### src/rtl/npu_pkg.sv
package npu_pkg;
  typedef enum logic [2:0] {
    K_SEQ16 = 3'd0,
    K_SEQ32 = 3'd1,
    K_JMP   = 3'd2,
    K_BR    = 3'd3,
    K_CALL  = 3'd4,
    K_RCALL = 3'd5,
    K_RSV6  = 3'd6,
    K_RSV7  = 3'd7
  } kind_e;
endpackage

### src/rtl/npu_seq.sv
// Sequential successors of the current byte address.
module npu_seq #(
  parameter int PC_W = 21
) (
  input  logic [PC_W-1:0] pc,
  output logic [PC_W-1:0] pc_p2,
  output logic [PC_W-1:0] pc_p4
);
  localparam logic [PC_W-1:0] STEP_S = PC_W'(2);
  localparam logic [PC_W-1:0] STEP_L = PC_W'(4);

  assign pc_p2 = pc + STEP_S;
  assign pc_p4 = pc + STEP_L;
endmodule

### src/rtl/npu_rel.sv
// Relative target: base (address after the instruction) plus a scaled signed word offset.
module npu_rel #(
  parameter int PC_W  = 21,
  parameter int OFF_W = 11
) (
  input  logic [PC_W-1:0]  base,
  input  logic [OFF_W-1:0] off,
  output logic [PC_W-1:0]  tgt
);
  localparam int EXT_W = PC_W - OFF_W - 1;

  logic [PC_W-1:0] disp;

  generate
    if (EXT_W > 0) begin : g_ext
      assign disp = {{EXT_W{off[OFF_W-1]}}, off, 1'b0};
    end else begin : g_trunc
      assign disp = PC_W'({off, 1'b0});
    end
  endgenerate

  assign tgt = base + disp;
endmodule

### src/rtl/npu_abs.sv
// Absolute target: word-address field widened to a byte address.
module npu_abs #(
  parameter int PC_W  = 21,
  parameter int ABS_W = 20
) (
  input  logic [ABS_W-1:0] field,
  output logic [PC_W-1:0]  tgt
);
  localparam int PAD_W = PC_W - ABS_W - 1;

  generate
    if (PAD_W > 0) begin : g_pad
      assign tgt = {{PAD_W{1'b0}}, field, 1'b0};
    end else if (PAD_W == 0) begin : g_exact
      assign tgt = {field, 1'b0};
    end else begin : g_cut
      assign tgt = {field[PC_W-2:0], 1'b0};
    end
  endgenerate
endmodule

### src/rtl/npu_stage.sv
// One-entry valid/ready register stage carrying the result.
module npu_stage #(
  parameter int PC_W = 21
) (
  input  logic            clk,
  input  logic            rst_n,
  input  logic            in_valid,
  output logic            in_ready,
  input  logic [PC_W-1:0] in_pc,
  input  logic            in_push,
  input  logic [PC_W-1:0] in_ret,
  output logic            out_valid,
  input  logic            out_ready,
  output logic [PC_W-1:0] out_pc,
  output logic            out_push,
  output logic [PC_W-1:0] out_ret
);
  assign in_ready = !out_valid || out_ready;

  always_ff @(posedge clk) begin
    if (!rst_n) begin
      out_valid <= 1'b0;
      out_pc    <= '0;
      out_push  <= 1'b0;
      out_ret   <= '0;
    end else if (in_ready) begin
      out_valid <= in_valid;
      if (in_valid) begin
        out_pc   <= in_pc;
        out_push <= in_push;
        out_ret  <= in_ret;
      end
    end
  end

  // a stalled result is frozen
  p_hold_r10: assert property (@(posedge clk) disable iff (!rst_n)
    out_valid && !out_ready |=> out_valid && $stable(out_pc) && $stable(out_push) && $stable(out_ret));

  // accepted request appears on the next cycle
  p_fill_r9: assert property (@(posedge clk) disable iff (!rst_n)
    in_valid && in_ready |=> out_valid);

  // consumed result with no new request empties the stage
  p_drain_r9: assert property (@(posedge clk) disable iff (!rst_n)
    out_valid && out_ready && !in_valid |=> !out_valid);
endmodule

### src/rtl/next_pc_unit.sv
module next_pc_unit
  import npu_pkg::*;
#(
  parameter int PC_W  = 21,
  parameter int ABS_W = 20,
  parameter int OFF_W = 11
) (
  input  logic             clk,
  input  logic             rst_n,
  input  logic             in_valid,
  output logic             in_ready,
  input  logic [PC_W-1:0]  in_pc,
  input  logic [2:0]       in_kind,
  input  logic             in_taken,
  input  logic [ABS_W-1:0] in_abs,
  input  logic [OFF_W-1:0] in_off,
  output logic             out_valid,
  input  logic             out_ready,
  output logic [PC_W-1:0]  out_pc,
  output logic             out_push,
  output logic [PC_W-1:0]  out_ret
);
  kind_e           kind;
  logic [PC_W-1:0] pc_p2, pc_p4, rel_tgt, abs_tgt;
  logic [PC_W-1:0] nxt_pc, nxt_ret;
  logic            nxt_push;

  assign kind = kind_e'(in_kind);

  npu_seq #(.PC_W(PC_W)) u_seq (
    .pc    (in_pc),
    .pc_p2 (pc_p2),
    .pc_p4 (pc_p4)
  );

  npu_rel #(.PC_W(PC_W), .OFF_W(OFF_W)) u_rel (
    .base (pc_p2),
    .off  (in_off),
    .tgt  (rel_tgt)
  );

  npu_abs #(.PC_W(PC_W), .ABS_W(ABS_W)) u_abs (
    .field (in_abs),
    .tgt   (abs_tgt)
  );

  always_comb begin
    nxt_pc   = pc_p2;
    nxt_push = 1'b0;
    nxt_ret  = '0;
    unique case (kind)
      K_SEQ32: nxt_pc = pc_p4;
      K_JMP:   nxt_pc = abs_tgt;
      K_BR:    nxt_pc = in_taken ? rel_tgt : pc_p2;
      K_CALL: begin
        nxt_pc   = abs_tgt;
        nxt_push = 1'b1;
        nxt_ret  = pc_p4;
      end
      K_RCALL: begin
        nxt_pc   = rel_tgt;
        nxt_push = 1'b1;
        nxt_ret  = pc_p2;
      end
      default: nxt_pc = pc_p2;
    endcase
  end

  npu_stage #(.PC_W(PC_W)) u_stage (
    .clk       (clk),
    .rst_n     (rst_n),
    .in_valid  (in_valid),
    .in_ready  (in_ready),
    .in_pc     (nxt_pc),
    .in_push   (nxt_push),
    .in_ret    (nxt_ret),
    .out_valid (out_valid),
    .out_ready (out_ready),
    .out_pc    (out_pc),
    .out_push  (out_push),
    .out_ret   (out_ret)
  );

  // long call pushes the address four bytes on
  p_call_ret_r5: assert property (@(posedge clk) disable iff (!rst_n)
    in_valid && in_ready && in_kind == K_CALL |=> out_push && out_ret == $past(in_pc) + PC_W'(4));

  // relative call pushes the address two bytes on
  p_rcall_ret_r6: assert property (@(posedge clk) disable iff (!rst_n)
    in_valid && in_ready && in_kind == K_RCALL |=> out_push && out_ret == $past(in_pc) + PC_W'(2));

  // only calls push
  p_no_push_r7: assert property (@(posedge clk) disable iff (!rst_n)
    in_valid && in_ready && in_kind != K_CALL && in_kind != K_RCALL |=> !out_push);

  // long jump lands on an even byte address
  p_jmp_even_r2: assert property (@(posedge clk) disable iff (!rst_n)
    in_valid && in_ready && in_kind == K_JMP |=> out_pc[0] == 1'b0);

  // untaken branch falls through
  p_br_fall_r4: assert property (@(posedge clk) disable iff (!rst_n)
    in_valid && in_ready && in_kind == K_BR && !in_taken |=> out_pc == $past(in_pc) + PC_W'(2));
endmodule

### config.mk
export PLATFORM = sky130hd
export DESIGN_NAME = next_pc_unit
export DESIGN_NICKNAME = d
export VERILOG_FILES = /design/src/rtl/npu_pkg.sv /design/src/rtl/npu_seq.sv /design/src/rtl/npu_rel.sv /design/src/rtl/npu_abs.sv /design/src/rtl/npu_stage.sv /design/src/rtl/next_pc_unit.sv
export SDC_FILE = /design/constraint.sdc
export NUM_CORES = 1
export LEC_CHECK = 0
export BUFFER_PORTS_ARGS = -buffer_cell sky130_fd_sc_hd__buf_2
export CAP_MARGIN = 20
export CORE_ASPECT_RATIO = 0.7
export CORE_MARGIN = 2
export CORE_UTILIZATION = 40
export DETAILED_ROUTE_END_ITERATION = 10
export GPL_ROUTABILITY_DRIVEN = 0
export GPL_TIMING_DRIVEN = 0
export PLACE_DENSITY = 0.67
export SYNTH_ARGS = -nofsm -noshare
export SYNTH_HDL_FRONTEND = slang
export SYNTH_SLANG_ARGS = --single-unit
export TNS_END_PERCENT = 10
### constraint.sdc
create_clock -name clk -period 9.4 [get_ports clk]
set_clock_uncertainty 0.2 [all_clocks]
set_input_delay 0.47 -clock clk [delete_from_list [all_inputs] [get_ports clk]]
set_output_delay 0.47 -clock clk [all_outputs]
set_load 0.02 [all_outputs]
# ---- Word level (Yosys, flattened, before mapping)
# Cells that the tools add are included.
dict set report word_totals {
  out_inout_bits 45
  reg_bits 44
  word_cells 21
}
dict set report classes {
  n_mux 4
  n_reduce_logical 5
  eq_ne 5
  add_sub_neg 3
}
# op count
set ops {}
lappend ops {{one-hot mux 21 bit (4 select lines)} 1}
lappend ops {{one-hot mux 21 bit (2 select lines)} 1}
lappend ops {{adder 21 x 2 -> 21 bit, second input constant} 1}
lappend ops {{adder 21 bit} 1}
lappend ops {{adder 21 x 3 -> 21 bit, second input constant} 1}
lappend ops {{two-way mux 21 bit} 1}
lappend ops {{equality test 3 x 2 -> 1 bit, second input constant} 2}
lappend ops {{equality test 3 bit, second input constant} 2}
lappend ops {{OR reduction 2 bit} 2}
lappend ops {{equality test 3 x 1 -> 1 bit, second input constant} 1}
lappend ops {{AND reduction 2 bit} 1}
lappend ops {{zero test 1 bit} 1}
lappend ops {{logical OR 1 bit} 1}
lappend ops {{two-way mux 1 bit} 1}

# ---- Logic depth before layout (Yosys ltp)
# Gate-level depths: netlist of the first run.
dict set report depth {
  depth_word 4
  mapped_depth 14
  ltp_nobuf 14
}

# ---- Hierarchy
# From an unflattened synthesis of the first run, not the netlist that was laid out.
dict set report hier_totals {
  cells_unflattened 624
  area_unflattened_um2 5054.8
}
# mod cells_per_inst n_inst seq_area_each_um2 area_per_inst_um2
set by_module_without_submodules {}
lappend by_module_without_submodules {npu_stage 192 1 880.8 1811.7}
lappend by_module_without_submodules {next_pc_unit 180 1 0.0 1348.8}
lappend by_module_without_submodules {npu_rel 133 1 0.0 1008.5}
lappend by_module_without_submodules {npu_seq 97 1 0.0 724.4}
lappend by_module_without_submodules {npu_abs 22 1 0.0 161.4}

# ---- Worst setup path after synthesis of the first run
# Ideal clock, no wire load.
dict set report synth_timing {
  kind {input -> register}
  startpoint {input port in_pc[2]}
  endpoint {register u_stage.out_pc[19]}
  path_stages 13
  slack_ps 5981
  arrival_ps 3149
  cell_sequence {ha_1 > nand4_4 > nor4_2 > nand2_1 > xnor2_1 > ha_1 > a21o_1 > a221o_1 > a31o_2 > a21oi_1 > and3_1 > o21ai_0 > a21oi_1}
}
dict set report synth_via {
  elab_chain_len 4
  word_cells_on_any_way 5
  cone_classes {add/sub: 3; mux: 2}
}
# element line
set synth_lines {}
lappend synth_lines {{from (decl)} next_pc_unit.sv:12} ;# input logic [PC_W-1:0] in_pc,
lappend synth_lines {{adder 21 x 2 -> 21 bit} npu_seq.sv:12} ;# assign pc_p2 = pc + STEP_S;
lappend synth_lines {{adder 21 bit} npu_rel.sv:22} ;# assign tgt = base + disp;
lappend synth_lines {{two-way mux 21 bit} next_pc_unit.sv:54} ;# K_BR: nxt_pc = in_taken ? rel_tgt : pc_p2;
lappend synth_lines {{one-hot mux 21 bit (4 select lines) *} next_pc_unit.sv:51} ;# unique case (kind)
lappend synth_lines {{to (signal assigned)} npu_stage.sv:29} ;# out_pc <= in_pc;
lappend synth_lines {{to (decl)} npu_stage.sv:14} ;# output logic [PC_W-1:0] out_pc,
# Every way passes the cells marked *; elsewhere a longest branch is shown, timed or not.
# A chain may end at the register's enable or synchronous reset.

# ---- Worst setup path after layout of the first run
dict set report layout_timing {
  startpoint {input port in_pc[3]}
  endpoint {register u_stage.out_pc[15]}
}
# The elaborated chain is that of the path after synthesis.

==> metrics.cfg, run 1 <==
[yosys]
synth_top_area_share_pct = 22.21
ys_types = 74
synth-edff-count = 0
netlist_area_um2 = 3966
syn-mean-instance-area_um2 = 7.933
ys_warn_count = 0
yosysTopAreaCell = dfxtp_1
synth.area.top_cells = dfxtp_1 (22%), xnor2_1 (9.1%), ha_1 (6.9%), nand2_1 (4.4%), a21oi_1 (4.4%)
seq_area_frac_synth_pct = 22.21
synth_nets = 583
synthCells = 500
synth-seq-cells = 44
async_reset_ff_share_pct = 0
synth_ff_type = dfxtp_1

[critical_path]
reg2reg_from = u_stage.out_valid
path_max_fanout = 8
r2r-end = u_stage.out_pc[12]
crit_path_start_kind = primary input
crit_type = primary input to flip-flop
worstSetupEndpointType = flip-flop
cp.arrival_ns = 3.94
required_ns = 9.38
ff2ff_path_depth = 7
reg2reg_setup_slack_ns = 7.18

[power]
power_density_nw_per_um2 = 125.7
power.share.sequential_pct = 34.0
switching_power_mw = 0.2114
pwr-share-clk_pct = 31.4
p_sw_share_pct = 35.29
power.internal_mw = 0.3877
ir_drop_v = 0.00006350
p_leak_nw = 1.951
combinationalPowerShare_pct = 34.6

[clock_network]
numCtsBuffers = 5
cts.path.max_buffers = 2
ctsResizeCount = 0
cts_tree = yes
cts_max_level = 2
clock-sinks = 44
cts-root-buf = clkbuf_16
ctsHoldBuffers = 0
post_cts_buffers = 0
insertion_delay_ns = 0.30
clk_pin_slew_ns = 0.07

[timing]
slew_headroom_pct = 40.36
tns_ns = 0
tightest_slew_ns = 0.8927
period_minus_slack_ns = 3.954
rsz0062_at_grt = false
clock.fmax_mhz = 252.9
fin_crit_sh_pct = 42.07
setup-violations-final = 0
setup_ws_ns = 5.446
hold_violations = 0
drv_slew = 0

[drt]
drc = 0
drtIter0Drc = 425
vias = 4398
drtPass1Iterations = 5
via_per_inst = 6.008
post_drt_wl_per_cell_um = 18.98
ant_nets = 0
wirelength_um = 13900

[placement]
hpwl_um = 10940
io_buffers = 97
pre_cts_slack_ns = 5.272

[floorplan]
dieArea_um2 = 10740
rows = 30
start_util_pct = 40.96
die_w_um = 123.0
die_y_um = 87.32
coreArea_um2 = 9684
pin_count = 105

[worst_hold_path]
hold_end = u_stage.out_ret[0]
hold_path_class = primary input to flip-flop
min_path_cells = 3
min_from = in_pc[0]

[flow_run]
maxCapViolCount = 0

[layout]
final_cell_mix = buf_2 (102), nand2_1 (47), dfxtp_1 (44), xnor2_1 (41)
drive_gt1_share_pct = 22.68
finalNetCount = 687
final_common_cell = buf_2
n_antenna_cell = 0
area_delta_synth_final_pct = 20.13

[global_routing]
antenna_found_initial = 0
grt_max_degree = 13
gr-total-overflow = 0
grt_pass1_vias = 4011
track_usage_pct = 25.76
grt_pass1_wl_um = 21170

[status]
outcome = completed

[state kept, by name (all words and copies together) (netlist names)]
name	count
u_stage.out_ret	21
u_stage.out_push	1
u_stage.out_valid	1
u_stage.out_pc	21
[worst max-delay path, cell delays in order]
cell and delay (ns):
buf_2 0.16, ha_1 0.35, nand4_4 0.22, nor2_2 0.37, and3_1 0.26, nand2_1 0.08
xnor2_1 0.27, ha_1 0.36, a21o_1 0.22, a21o_1 0.20, a21oi_1 0.20, a21boi_0 0.25
xnor2_1 0.09, a221oi_1 0.35, nor2_1 0.07
[layout make-up]
| class | count | area (µm²) |
|---|---|---|
| multi-input cells | 420 | 2933 |
| flip-flops and latches | 44 | 880.8 |
| well taps | 128 | 160.2 |
| inverters | 5 | 18.77 |
| repair buffers | 97 | 485.5 |
| plain buffers | 31 | 133.9 |
| fillers | 1003 | 4920 |
| clock buffers | 7 | 152.6 |
[synthesized netlist by cell type, drive strengths merged (8+ instances only)]
library cell  number
buf                8
ha                22
a31oi              8
nand4              9
a21o              11
dfxtp             44
nor2              28
a21oi             35
a221oi            13
nand2             49
nor2b             22
nand3             24
o21ai             35
a22oi             21
clkbuf            23
xnor2             41
xor2              15
[cells by family (layout without fill, tap and decap cells)]
group	count (synthesis)	after routing	synth area share, %
xor gates and xnor gates	56	56	12.37
and+or+nand+nor	171	171	24.16
muxes	2	2	0.5363
AOI/OAI and AO/OA	168	168	29.43
DFF	44	44	22.21
buffers and inverters	36	140	3.848
adders and majority gates	23	23	7.445
[metrics by stage]
step | util (%) | hold WS, ns | std cells | power [mW] | instance area (µm²)
CTS | 49.20 | 0.2536 | 732 | 0.5960 | 4765
floorplan | - | 0.3386 | 500 | 0.3432 | 3966
finish | 49.20 | 0.2560 | 732 | 0.5991 | 4765
global route | 49.20 | 0.2767 | 732 | 0.6262 | 4765
detailed placement | 47.62 | 0.2582 | 725 | 0.4089 | 4612
global placement | 47.62 | 0.2465 | 725 | 0.4055 | 4612
[worst max path at each step]
stage,start,endpoint,slack [ns],cells after the start
after detailed placement,in_pc[3],u_stage.out_pc[15],5.27,15
after global routing,in_pc[3],u_stage.out_pc[15],5.25,15
after floorplan,in_pc[2],u_stage.out_pc[19],5.98,13
after global placement,in_pc[3],u_stage.out_pc[15],5.34,15
after CTS,in_pc[3],u_stage.out_pc[15],5.55,15
final,in_pc[3],u_stage.out_pc[15],5.45,15
[metal layers]
metal,vias up,track usage (%),wire [µm]
li1,2075,-,-
met1,2049,38.66,6470
met2,260,38.02,5699
met3,14,5.039,1600
met4,0,4.959,127
met5,-,0,0
[power by group through the flow]
stage / logic [mW] / clock network [mW] / registers, mW
after CTS: 0.203 / 0.190 / 0.203
final: 0.207 / 0.188 / 0.203
after detailed placement: 0.201 / 0 / 0.208
after global routing: 0.225 / 0.197 / 0.205
after global placement: 0.198 / 0 / 0.207
after floorplan: 0.123 / 0 / 0.220
(Power assumes the default switching activity.)
==> run 2: changes to the inputs <==
--- a/config.mk
+++ b/config.mk
@@ -13,7 +13,7 @@
 export DETAILED_ROUTE_END_ITERATION = 10
 export GPL_ROUTABILITY_DRIVEN = 0
 export GPL_TIMING_DRIVEN = 0
-export PLACE_DENSITY = 0.67
+export PLACE_DENSITY = 0.7
 export SYNTH_ARGS = -nofsm -noshare
 export SYNTH_HDL_FRONTEND = slang
 export SYNTH_SLANG_ARGS = --single-unit
==> constraint.sdc (replaced) <==
create_clock -name clk -period 3.43 [get_ports clk]
set_clock_uncertainty 0.2 [all_clocks]
set_input_delay 0.1715 -clock clk [delete_from_list [all_inputs] [get_ports clk]]
set_output_delay 0.1715 -clock clk [all_outputs]
set_load 0.02 [all_outputs]
==> metrics.cfg, run 2 (same netlist as run 1, synthesis figures left out) <==
[layout]
n_antenna_cell = 0  ; unchanged
final_common_cell = buf_2
reg_top3 = u_stage.out_pc: 21 flops, u_stage.out_ret: 21 flops
num-fill-cells = 982  ; -2.1%
fin_cells = 739  ; +0.96%
utilization_pct = 50.17  ; +0.97 points
area_delta_synth_final_pct = 22.49
drive_gt1_share_pct = 23.40  ; +0.72 points
final_cell_mix = buf_2 (102), nand2_1 (47), dfxtp_1 (44), xnor2_1 (41), a21oi_1 (35)
finalNetCount = 694  ; +1.0%

[floorplan]
start_util_pct = 40.96  ; unchanged
dieArea_um2 = 10740  ; unchanged
die_w_um = 123.0  ; unchanged
die_y_um = 87.32  ; unchanged
rows = 30  ; unchanged
coreArea_um2 = 9684  ; unchanged
pin_count = 105  ; unchanged

[timing]
tightest_slew_ns = 0.9265  ; +0.03375 ns
fin_crit_sh_pct = 93.99
period_minus_slack_ns = 3.224
setup-violations-final = 0  ; unchanged
hold_violations = 0  ; unchanged
tns_ns = 0  ; unchanged
rsz0062_at_grt = false
clock.fmax_mhz = 310.2
drv_slew = 0  ; unchanged
slew_headroom_pct = 38.10  ; -2.3 points
setup_ws_ns = 0.2063  ; -5.239 ns

[critical_path]
cp.arrival_ns = 3.20  ; -0.74 ns
path_max_fanout = 7  ; -1
worstSetupEndpointType = flip-flop
crit_type = primary input to flip-flop
cp_slowest_cell = ha_1
required_ns = 3.41  ; -5.97 ns
cpPeakStageDelay_ns = 0.34  ; -0.03 ns
ff2ff_path_depth = 6  ; -1
path_cells = buf_2 -> ha_4 -> nand4_4 -> nor2_4 -> and3_1 -> nand2_1 -> xnor2_1 -> ha_1 -> a21o_1 -> a21o_1 -> a21oi_1 -> a21boi_0 -> xnor2_1 -> a221oi_2 -> nor2_1
crit_path_start_kind = primary input

[drt]
ant_nets = 0  ; unchanged
post_drt_wl_per_cell_um = 18.45  ; -2.8%
wirelength_um = 13640  ; -1.9%
via_per_inst = 6.080  ; +1.2%
vias = 4493  ; +2.2%
drtIter0Drc = 479  ; +13%
drc = 0  ; unchanged
drtPass1Iterations = 6  ; +1

[power]
pwr-share-clk_pct = 28.8  ; -2.6 points
combinationalPowerShare_pct = 36.2  ; +1.6 points
p_leak_nw = 1.989  ; +2.0%
ir_drop_v = 0.0001690  ; +170%
power.internal_mw = 1.027  ; +170%
power.share.sequential_pct = 34.9  ; +0.9 points
p_sw_share_pct = 35.67  ; +0.38 points
switching_power_mw = 0.5698  ; +170%
power_density_nw_per_um2 = 328.8  ; +160%

[placement]
dp.cells = 725  ; unchanged
hpwl_um = 10800  ; -1.3%
pre_cts_slack_ns = -0.3584  ; -5.631 ns
io_buffers = 97  ; unchanged

[worst_hold_path]
hold_path_class = primary input to flip-flop
min_path_cells = 3  ; unchanged

[flow_run]
maxCapViolCount = 0  ; unchanged

[clock_network]
numCtsBuffers = 5  ; unchanged
cts-root-buf = clkbuf_16
cts_max_level = 2  ; unchanged
insertion_delay_ns = 0.29  ; about the same
cts.path.max_buffers = 2  ; unchanged
clk_pin_slew_ns = 0.06  ; about the same
cts_tree = yes
clock-sinks = 44  ; unchanged

[global_routing]
grt_pass1_wl_um = 20360  ; -3.8%
grt_pass1_vias = 3981  ; -0.75%
antenna_found_initial = 0  ; unchanged
gr-total-overflow = 0  ; unchanged
grt_max_degree = 13  ; unchanged
track_usage_pct = 24.58  ; -1.2 points

[status]
outcome = completed

## run 2: cell types whose count changed in the layout (fill, tap and decap cells not counted), sizes merged
cell,previous run,this run
clkbuf,30,29
buf,105,108
dlygate4sd3,0,4
clkinv,0,1
## run 2: worst paths after layout
kind / from / to / slack, ns
worst max-delay path: in_pc[3] / u_stage.out_pc[15] / 0.21
worst min-delay path: in_abs[7] / u_stage.out_pc[8] / 0.01
worst max register to register: u_stage.out_valid / u_stage.out_pc[18] / 1.18
worst min register to register: u_stage.out_ret[2] / u_stage.out_ret[2] / 0.26
## run 2: layer usage
| layer | up-vias | routed length (µm) | global-route usage [%] | share of wire, % |
|---|---|---|---|---|
| met2 | 261 | 5729 | 37.42 | 42 |
| met4 | 0 | 76 | 2.686 | 0.56 |
| li1 | 2089 | - | - | - |
| met5 | - | 0 | 0 | 0 |
| met3 | 14 | 1601 | 5.759 | 12 |
| met1 | 2129 | 6231 | 36.20 | 46 |
## run 2: what timing repair did
item	in CTS	in global routing
endpoints found under the hold margin	4	0
buffers inserted	0	3
pin swaps	0	3
hold buffers	4	0
gates resized for setup	3	6
setup endpoints to repair	3	7
## run 2: final cells by class
class                           instances  area [µm²]  share of cell area [%]
Multi-Input combinational cell        420        2983                   61.40
Inverter                                5       18.77                  0.3863
Clock buffer                            6       128.9                   2.653
Tap cell                              128       160.2                   3.296
Sequential cell                        44       880.8                   18.13
Clock inverter                          1       5.005                  0.1030
Timing Repair Buffer                  104       548.0                   11.28
Buffer                                 31       133.9                   2.756
## run 2: critical path: cells and delay by family
family                   cells  cell delay [ns]
AO/OA/AOI/OAI                5             1.14
buffers and inverters        1             0.18
XOR/XNOR                     2             0.34
AND/OR/NAND/NOR              5             0.80
adder cells (fa/ha/maj)      2             0.55
## run 2: through the flow
| stage | hold WS (ns) | cell area [µm²] | total power, mW |
|---|---|---|---|
| final | 0.009608 | 4858 | 1.597 |
| after detailed placement | 0.2555 | 4612 | 1.119 |
| after global placement | 0.2353 | 4612 | 1.109 |
| after CTS | 0.005595 | 4800 | 1.582 |
| after floorplan | 0.1104 | 3966 | 0.9405 |
| after global routing | 0.02809 | 4858 | 1.673 |
## run 2: power by group through the flow
stage	Combinational, mW	Clock [mW]	Sequential (mW)
after CTS	0.558	0.466	0.558
after detailed placement	0.550	0	0.569
after global routing	0.623	0.488	0.561
final	0.579	0.460	0.558
after floorplan	0.337	0	0.604
after global placement	0.541	0	0.568
